File: config.mk
export PLATFORM = sky130hd
export DESIGN_NAME = cd_audio_serializer
export DESIGN_NICKNAME = d
export VERILOG_FILES = /design/src/rtl/cdser_pkg.sv /design/src/rtl/cdser_clkgen.sv /design/src/rtl/cdser_holdbuf.sv /design/src/rtl/cdser_framer.sv /design/src/rtl/cd_audio_serializer.sv
export SDC_FILE = /design/constraint.sdc
export NUM_CORES = 1
export LEC_CHECK = 0
export BUFFER_PORTS_ARGS = -buffer_cell sky130_fd_sc_hd__buf_2
export CAP_MARGIN = 20
export CORE_MARGIN = 5
export CORE_UTILIZATION = 40
export DETAILED_ROUTE_END_ITERATION = 7
export PLACE_DENSITY = 0.55
export SETUP_SLACK_MARGIN = 0.5
export SKIP_LAST_GASP = 1
export SYNTH_ARGS = -nofsm -noshare
export SYNTH_HDL_FRONTEND = slang
export SYNTH_HIERARCHICAL = 1
export SYNTH_SLANG_ARGS = --single-unit
File: constraint.sdc
create_clock -name clk -period 2.27 [get_ports clk]
set_input_delay 0.227 -clock clk [delete_from_list [all_inputs] [get_ports clk]]
set_output_delay 0.227 -clock clk [all_outputs]
set_load 0.03 [all_outputs]
File: src/rtl/cdser_pkg.sv
package cdser_pkg;

  // Channel-select levels on the serial link
  typedef enum logic {
    SEL_RIGHT = 1'b0,
    SEL_LEFT  = 1'b1
  } chan_sel_e;

  // Nominal slot geometry of the link
  localparam int unsigned DEF_SAMPLE_W = 16;
  localparam int unsigned DEF_SLOT_W   = 24;

endpackage

File: src/rtl/cdser_clkgen.sv
module cdser_clkgen #(
  parameter int unsigned CLK_DIV = 8
) (
  input  logic clk,
  input  logic rst,
  output logic bclk,
  output logic fall_tick
);

  localparam int unsigned CW   = (CLK_DIV > 1) ? $clog2(CLK_DIV) : 1;
  localparam logic [CW-1:0] TERM = CW'(CLK_DIV - 1);

  logic [CW-1:0] cnt_q;
  logic          term;

  assign term      = (cnt_q == TERM);
  assign fall_tick = term && bclk;

  always_ff @(posedge clk) begin
    if (rst) begin
      cnt_q <= '0;
      bclk  <= 1'b0;
    end else if (term) begin
      cnt_q <= '0;
      bclk  <= ~bclk;
    end else begin
      cnt_q <= cnt_q + 1'b1;
    end
  end

endmodule

File: src/rtl/cdser_holdbuf.sv
module cdser_holdbuf #(
  parameter int unsigned W = 34
) (
  input  logic         clk,
  input  logic         rst,
  input  logic         in_valid,
  output logic         in_ready,
  input  logic [W-1:0] in_data,
  input  logic         take,
  output logic         pend_valid,
  output logic [W-1:0] pend_data
);

  logic full_q;

  assign in_ready   = ~full_q;
  assign pend_valid = full_q;

  always_ff @(posedge clk) begin
    if (rst) begin
      full_q    <= 1'b0;
      pend_data <= '0;
    end else begin
      if (take) full_q <= 1'b0;
      if (in_valid && !full_q) begin
        full_q    <= 1'b1;
        pend_data <= in_data;
      end
    end
  end

endmodule

File: src/rtl/cdser_framer.sv
module cdser_framer
  import cdser_pkg::*;
#(
  parameter int unsigned SAMPLE_W = DEF_SAMPLE_W,
  parameter int unsigned SLOT_W   = DEF_SLOT_W,
  parameter int unsigned W        = 2 * SAMPLE_W + 2
) (
  input  logic         clk,
  input  logic         rst,
  input  logic         fall_tick,
  input  logic         pend_valid,
  input  logic [W-1:0] pend_data,
  output logic         take,
  output logic         lrck,
  output logic         sdata,
  output logic         errf,
  output logic         underrun
);

  localparam int unsigned FRAME_W = 2 * SLOT_W;
  localparam int unsigned PAD_W   = SLOT_W - SAMPLE_W;
  localparam int unsigned PW      = $clog2(FRAME_W);
  localparam logic [PW-1:0] LAST_POS  = PW'(FRAME_W - 1);
  localparam logic [PW-1:0] RIGHT_POS = PW'(SLOT_W);
  localparam logic [PW-1:0] SWAP_POS  = PW'(SLOT_W - 1);

  logic [PW-1:0]      pos_q;
  logic [PW-1:0]      nxt_pos;
  logic [FRAME_W-1:0] shreg_q;
  logic [FRAME_W-1:0] frame_word;
  logic [W-1:0]       cur_q;
  logic [W-1:0]       nxt_pair;
  logic               wrap;

  logic [SAMPLE_W-1:0] nxt_left;
  logic [SAMPLE_W-1:0] nxt_right;
  logic                cur_err_r;

  assign wrap      = (pos_q == LAST_POS);
  assign nxt_pos   = wrap ? '0 : pos_q + 1'b1;
  assign take      = fall_tick && wrap && pend_valid;
  assign nxt_pair  = pend_valid ? pend_data : cur_q;
  assign nxt_left  = nxt_pair[SAMPLE_W-1:0];
  assign nxt_right = nxt_pair[2*SAMPLE_W-1:SAMPLE_W];
  assign cur_err_r = cur_q[2*SAMPLE_W+1];

  generate
    if (PAD_W > 0) begin : g_pad
      assign frame_word = {nxt_left, {PAD_W{1'b0}}, nxt_right, {PAD_W{1'b0}}};
    end else begin : g_nopad
      assign frame_word = {nxt_left, nxt_right};
    end
  endgenerate

  always_ff @(posedge clk) begin
    if (rst) begin
      pos_q    <= LAST_POS;
      shreg_q  <= '0;
      cur_q    <= '0;
      lrck     <= SEL_LEFT;
      sdata    <= 1'b0;
      errf     <= 1'b0;
      underrun <= 1'b0;
    end else if (fall_tick) begin
      pos_q <= nxt_pos;
      lrck  <= ((nxt_pos < SWAP_POS) || (nxt_pos == LAST_POS)) ? SEL_LEFT : SEL_RIGHT;
      if (wrap) begin
        cur_q    <= nxt_pair;
        underrun <= ~pend_valid;
        sdata    <= frame_word[FRAME_W-1];
        shreg_q  <= frame_word << 1;
        errf     <= nxt_pair[2*SAMPLE_W];
      end else begin
        sdata   <= shreg_q[FRAME_W-1];
        shreg_q <= shreg_q << 1;
        if (nxt_pos == RIGHT_POS) errf <= cur_err_r;
      end
    end
  end

endmodule

File: src/rtl/cd_audio_serializer.sv
module cd_audio_serializer
  import cdser_pkg::*;
#(
  parameter int unsigned CLK_DIV  = 8,
  parameter int unsigned SAMPLE_W = DEF_SAMPLE_W,
  parameter int unsigned SLOT_W   = DEF_SLOT_W
) (
  input  logic                clk,
  input  logic                rst,
  input  logic                in_valid,
  output logic                in_ready,
  input  logic [SAMPLE_W-1:0] in_left,
  input  logic [SAMPLE_W-1:0] in_right,
  input  logic                in_err_left,
  input  logic                in_err_right,
  output logic                bclk_o,
  output logic                lrck_o,
  output logic                sdata_o,
  output logic                errflag_o,
  output logic                underrun_o
);

  localparam int unsigned PAIR_W = 2 * SAMPLE_W + 2;

  logic              fall_tick;
  logic              take;
  logic              pend_valid;
  logic [PAIR_W-1:0] pend_data;
  logic [PAIR_W-1:0] in_pair;

  assign in_pair = {in_err_right, in_err_left, in_right, in_left};

  cdser_clkgen #(.CLK_DIV(CLK_DIV)) u_clkgen (
    .clk       (clk),
    .rst       (rst),
    .bclk      (bclk_o),
    .fall_tick (fall_tick)
  );

  cdser_holdbuf #(.W(PAIR_W)) u_hold (
    .clk        (clk),
    .rst        (rst),
    .in_valid   (in_valid),
    .in_ready   (in_ready),
    .in_data    (in_pair),
    .take       (take),
    .pend_valid (pend_valid),
    .pend_data  (pend_data)
  );

  cdser_framer #(
    .SAMPLE_W (SAMPLE_W),
    .SLOT_W   (SLOT_W),
    .W        (PAIR_W)
  ) u_framer (
    .clk        (clk),
    .rst        (rst),
    .fall_tick  (fall_tick),
    .pend_valid (pend_valid),
    .pend_data  (pend_data),
    .take       (take),
    .lrck       (lrck_o),
    .sdata      (sdata_o),
    .errf       (errflag_o),
    .underrun   (underrun_o)
  );

endmodule

==> results.ini, run 1 <==
[clock_tree]
path_clk_slew_ns=0.05
numClockSinks=122
cts_made_buffers=17
htreeDepth=4
cts_tree=yes
clock_latency_ns=0.41
cts_max_path_buffers=2
cts-root-buf=clkbuf_16

[setup_path]
cp.required_ns=2.62
cp_max_fo=2
cp.arrival_ns=2.14
crit_type=flip-flop to flip-flop
rr_startpoint=u_framer/pos_q[1]$_SDFFE_PP1P_
reg2regPathDepth=6
end_kind=flip-flop
rr_endpoint=u_framer/errf$_SDFFE_PP0P_
crit_path_start_kind=flip-flop
rrSetupSlack_ns=0.48

[layout]
nNetsFinal=686
mostFrequentLayoutCell=dfxtp_1
fillers=1224
diodes=0
seq_area_sq_um=2460
drive_above_1_share_pct=28.6
multiInputGateArea_sq_um=2990
final_cell_mix=116 x dfxtp_1, 78 x nand2_1, 45 x a21oi_1
post-route-util_pct=52.7
area_growth_pct=28.6

[floorplanning]
die_area_sq_um=16100
start_util_pct=41.0
placement_rows=42
ioPinCount=43
die_h_microns=127
die_x_microns=127
coreArea_sq_um=13300

[synth]
synth-async-reset-ratio_pct=0
synthXorXnorAreaFrac_pct=0.641
synth_edf_count=0
yosys.area_share.adder_pct=1.14
synth_seq_cells=122
synth_top_family_by_area=simple AND/OR/NAND/NOR gates
ys_seq_area_share_pct=44.7
syn_inst=602
yosysUniqueCellTypes=43
synth_mux_area_share_pct=6.27
synthSimpleGateAreaFrac_pct=22.4
syn_avg_cell_area_sq_um=9.08
syn-num-nets=644
syn_area_sq_um=5470
yosysWarnings=6
synth_compound_gate_area_share_pct=19.6
synth_ff_type=dfxtp_1

[pwr]
ir_drop_mv=0.529
p_leak_nw=2.66
power_density_nw_per_um2=757

[grt]
met3_usage_pct=4.58
grt_most_used_layer=met2
grt_pass1_vias=4260
grt_max_degree=81
grt_use_met1_pct=22.6
grtUsageMet2_pct=24.7
grt_pass1_wl_microns=21600
grt_overflow=0
antenna_found_initial=0
grt_use_total_pct=16.5

[sta]
period_minus_slack_ns=1.79
hold_viol=0
whs_ns=0.0900
finalSetupTns_ns=0
finalCritPeriodShare_pct=78.7
maxSlewViolCount=0
slew_headroom_pct=50.5
max_freq_ghz=0.560
finalSetupViolCount=0
worstMarginPinSlew_ns=0.743
skew_ns=0.00526
rsz0062_at_grt=true

[status]
status=finished, final reports clean

[detailed_routing]
dr.pass1.iters=4
via_count=4435
ant_nets=0
post_drt_wl_per_cell_microns=16.3
wirelength_microns=13600
drc=0
first_iter_violations=252
viasPerCell=5.32

[worst_hold_path]
hold_path_depth=3
hp-class=input port to flip-flop
hold-path-endpoint=u_hold/pend_data[24]$_SDFFE_PP0P_
min_from=in_right[8]

[job]
maxCapViolCount=0

[placement]
place.gp.congestion=0.696
dpl.hpwl_microns=7240
portBuffers=42

-- kinds of logic after synthesis --
group                    Yosys count
flip-flops                       122
adder cells (fa/ha/maj)            5
multiplexers                      34
AND/OR/NAND/NOR                  216
XOR/XNOR                           4
AO/OA/AOI/OAI                    159
buffers and inverters             62
-- per-layer routing --
layer  part of all wire (%)  up-vias
li1                       -     2234
met1                     49     2110
met2                     45       78
met3                    3.9       13
met4                    1.3        0
met5                      0        -
-- report_power, final --
group	total (W)	leakage, nW	internal, W	switching [W]
clock	0.00277	0.311	0.00185	0.000922
sequential	0.00222	0.989	0.00219	0.0000342
combinational	0.000331	1.36	0.000157	0.000173
total	0.00532	2.66	0.00419	0.00113
-- cells in the mapped netlist, drive strengths merged, types with 3 or more instances --
| master | count | area [sq um] |
|---|---|---|
| a21oi | 47 | 235 |
| inv | 5 | 18.8 |
| o21ai | 38 | 265 |
| dfxtp | 122 | 2440 |
| nand3 | 15 | 80.1 |
| nor2 | 38 | 143 |
| nand4bb | 34 | 383 |
| nor3b | 3 | 22.5 |
| a211oi | 32 | 240 |
| nand2 | 79 | 297 |
| ha | 5 | 62.6 |
| buf | 23 | 145 |
| nand2b | 36 | 225 |
| clkbuf | 34 | 129 |
| o211ai | 31 | 233 |
| nor2b | 3 | 18.8 |
| mux2i | 32 | 320 |
-- final cells by class --
class / count / share of cell area (%)
Timing Repair Buffer: 80 / 10.3
Clock inverter: 6 / 1.14
Inverter: 5 / 0.303
Clock buffer: 26 / 7.69
Sequential cell: 122 / 35.0
Tap cell: 176 / 3.13
Multi-Input combinational cell: 418 / 42.5
-- critical path: stages, from the launching register on --
cell	delay, ns
dfxtp_4	0.35
ha_4	0.16
nand3_4	0.08
or3_4	0.35
a2111oi_4	0.33
mux2_4	0.34
a21oi_2	0.11
-- metrics by stage --
| stage | power, W | setup WS (ns) | cells | area [sq um] |
|---|---|---|---|---|
| 2_1_floorplan | 0.00248 | 0.487 | 602 | 5560 |
| 3_3_place_gp | 0.00256 | 0.371 | 776 | 5860 |
| 3_5_place_dp | 0.00257 | 0.315 | 776 | 5860 |
| 4_1_cts | 0.00535 | 0.376 | 818 | 6650 |
| 5_1_grt | 0.00552 | 0.419 | 833 | 7030 |
| 6_report | 0.00532 | 0.483 | 833 | 7030 |
-- sequential cells by signal, indices dropped and copies added (netlist names) --
name               cells
u_hold/pend_valid      1
u_framer/cur_q        34
u_framer/shreg_q      39
u_framer/lrck          1
u_framer/sdata         1
u_clkgen/cnt_q         3
u_clkgen/bclk          1
u_framer/underrun      1
u_hold/pend_data      34
u_framer/errf          1
u_framer/pos_q         6
-- worst max path at each step --
| stage | startpoint | to | slack [ns] | cells past startpoint |
|---|---|---|---|---|
| 3_5_place_dp | u_clkgen/cnt_q[0]$_SDFF_PP0_ | u_framer/cur_q[1]$_SDFFE_PP0P_ | 0.31 | 9 |
| 2_1_floorplan | u_framer/pos_q[1]$_SDFFE_PP1P_ | u_framer/errf$_SDFFE_PP0P_ | 0.49 | 6 |
| 6_report | u_framer/pos_q[1]$_SDFFE_PP1P_ | u_framer/errf$_SDFFE_PP0P_ | 0.48 | 6 |
| 4_1_cts | u_framer/pos_q[0]$_SDFFE_PP1P_ | u_framer/errf$_SDFFE_PP0P_ | 0.38 | 6 |
| 5_1_grt | u_framer/pos_q[1]$_SDFFE_PP1P_ | u_framer/errf$_SDFFE_PP0P_ | 0.42 | 6 |
| 3_3_place_gp | u_framer/pos_q[1]$_SDFFE_PP1P_ | u_framer/errf$_SDFFE_PP0P_ | 0.37 | 6 |
-- timing repair --
| action | 4_1_cts | 5_1_grt |
|---|---|---|
| setup buffers | 8 | 11 |
| cloned | 2 | 4 |
| resized for setup | 13 | 43 |
| hold buffers | 0 | 0 |
| setup endpoints to repair | 13 | 71 |
| pin swaps | 7 | 25 |
No activity file was read; power rests on OpenSTA's default activity.
==> run 2, diff against run 1 <==
--- a/config.mk
+++ b/config.mk
@@ -10,7 +10,7 @@
 export CORE_MARGIN = 5
 export CORE_UTILIZATION = 40
 export DETAILED_ROUTE_END_ITERATION = 7
-export PLACE_DENSITY = 0.55
+export PLACE_DENSITY = 0.57
 export SETUP_SLACK_MARGIN = 0.5
 export SKIP_LAST_GASP = 1
 export SYNTH_ARGS = -nofsm -noshare
==> constraint.sdc (replaced) <==
create_clock -name clk -period 1.6 [get_ports clk]
set_input_delay 0.16 -clock clk [delete_from_list [all_inputs] [get_ports clk]]
set_output_delay 0.16 -clock clk [all_outputs]
set_load 0.03 [all_outputs]
==> run 2 against run 1 <==
  * The flow now finishes with violations (negative setup slack)
  * Via count grew 15%
  * Combinational power increased by 67%
  * Largest cell class unchanged
  * Sequential power rose by 42%
  * Clock power increased by 51%
  * Utilization increased by 14 points
  * Clock-buffer cell count increased by 1
==> results.ini, run 2 (synthesis results as in run 1) <==
[sta]
whs_ns=0.0183
finalCritPeriodShare_pct=115
slew_headroom_pct=55.1
period_minus_slack_ns=1.84
rsz0062_at_grt=true
worstMarginPinSlew_ns=0.673
finalSetupViolCount=84
finalSetupTns_ns=-10.90
max_freq_ghz=0.544
fin_ws_ns=-0.238
maxSlewViolCount=0
skew_ns=0.00649
hold_viol=0

[placement]
place.gp.congestion=0.764
dpl_cell_area_sq_um=6250
dpl.hpwl_microns=7960
placed_cells=811
portBuffers=42

[status]
violations=negative setup slack
status=finished with violations

[floorplanning]
coreArea_sq_um=13300
start_util_pct=41.0
die_x_microns=127
die_h_microns=127
placement_rows=42
die_area_sq_um=16100
ioPinCount=43

[clock_tree]
cts-root-buf=clkbuf_16
cts_made_buffers=17
clock_latency_ns=0.42
cts_max_path_buffers=2
numClockSinks=122
path_clk_slew_ns=0.05
htreeDepth=4
cts_tree=yes

[layout]
drive_above_1_share_pct=45.6
nNetsFinal=764
diodes=0
final_cell_mix=112 x dfxtp_1, 59 x nand2_1, 36 x nand2b_1
largest_reg_flops=39
top_register=u_framer/shreg_q
stdcell_count=911
area_growth_pct=63.6
largestRegisters=u_framer/shreg_q: 39 flops, u_framer/cur_q: 34 flops, u_hold/pend_data: 34 flops
post-route-util_pct=67.0
mostFrequentLayoutCell=dfxtp_1
design_area_sq_um=8950

[detailed_routing]
via_count=5079
dr.pass1.iters=5
first_iter_violations=290
wirelength_microns=17900
post_drt_wl_per_cell_microns=19.6
ant_nets=0
drc=0
viasPerCell=5.58

[pwr]
ir_drop_mv=0.789
power_density_nw_per_um2=882
p_leak_nw=3.42

[setup_path]
cp.required_ns=1.95
crit_type=flip-flop to flip-flop
rrSetupSlack_ns=-0.24
cp_max_fo=5
end_kind=flip-flop
cp.arrival_ns=2.19
crit_path_start_kind=flip-flop
reg2regPathDepth=6

[grt]
grt_max_degree=58
grt_pass1_wl_microns=25800
grt_use_total_pct=20.1
grt_overflow=0
grt_pass1_vias=5112
antenna_found_initial=0

[job]
maxCapViolCount=0

[worst_hold_path]
hold_path_depth=3
hp-class=input port to flip-flop

-- run 2: layout make-up --
class,instances,area (sq um)
clock buffers,27,554
clock inverters,5,100
fillers,951,4400
inverters,5,21.3
multi-input cells,419,3440
flip-flops and latches,122,2460
well taps,176,220
repair buffers,157,2140
-- run 2: worst max-delay path, stage by stage (launching register included) --
cell and delay [ns]:
dfxtp_4 0.35, ha_4 0.17, nand3_4 0.07, or3_4 0.36
a2111oi_4 0.32, mux2_4 0.34, a21oi_2 0.15
-- run 2: power breakdown --
group	total (W)	internal (W)	leakage, nW	switching (W)
registers	0.00315	0.00310	0.991	0.0000505
clock network	0.00419	0.00283	0.325	0.00136
logic	0.000553	0.000266	2.11	0.000287
-- run 2: per-stage QoR --
| stage | setup slack [ns] | total power (W) |
|---|---|---|
| 4_1_cts | -0.194 | 0.00788 |
| 5_1_grt | -0.307 | 0.00812 |
| 6_report | -0.238 | 0.00790 |
| 2_1_floorplan | -0.171 | 0.00353 |
| 3_3_place_gp | -0.161 | 0.00367 |
| 3_5_place_dp | -0.193 | 0.00368 |
-- run 2: final timing paths --
check                                 startpoint                                 to
hold / removal                       in_right[3]  u_hold/pend_data[19]$_SDFFE_PP0P_
setup / recovery  u_framer/pos_q[1]$_SDFFE_PP1P_         u_framer/errf$_SDFFE_PP0P_
hold reg to reg     u_clkgen/cnt_q[0]$_SDFF_PP0_       u_clkgen/cnt_q[0]$_SDFF_PP0_
setup reg to reg  u_framer/pos_q[1]$_SDFFE_PP1P_         u_framer/errf$_SDFFE_PP0P_
-- run 2: timing repair --
action / in CTS / in global routing
hold buffers: 0 / 0
hold endpoints to repair: 0 / 0
cloned: 21 / 8
endpoints found under the setup margin: 124 / 116
pin swaps: 47 / 69
setup buffers: 33 / 6
resized for setup: 152 / 85
-- run 2: routing by layer --
metal	routed length, microns	global-route usage [%]	part of all wire [%]	vias to the layer above
met2	9280	35.6	52	142
met4	430	7.38	2.4	0
met1	7230	23.2	40	2500
met3	911	5.42	5.1	34
li1	-	-	-	2403
met5	0	0	0	-
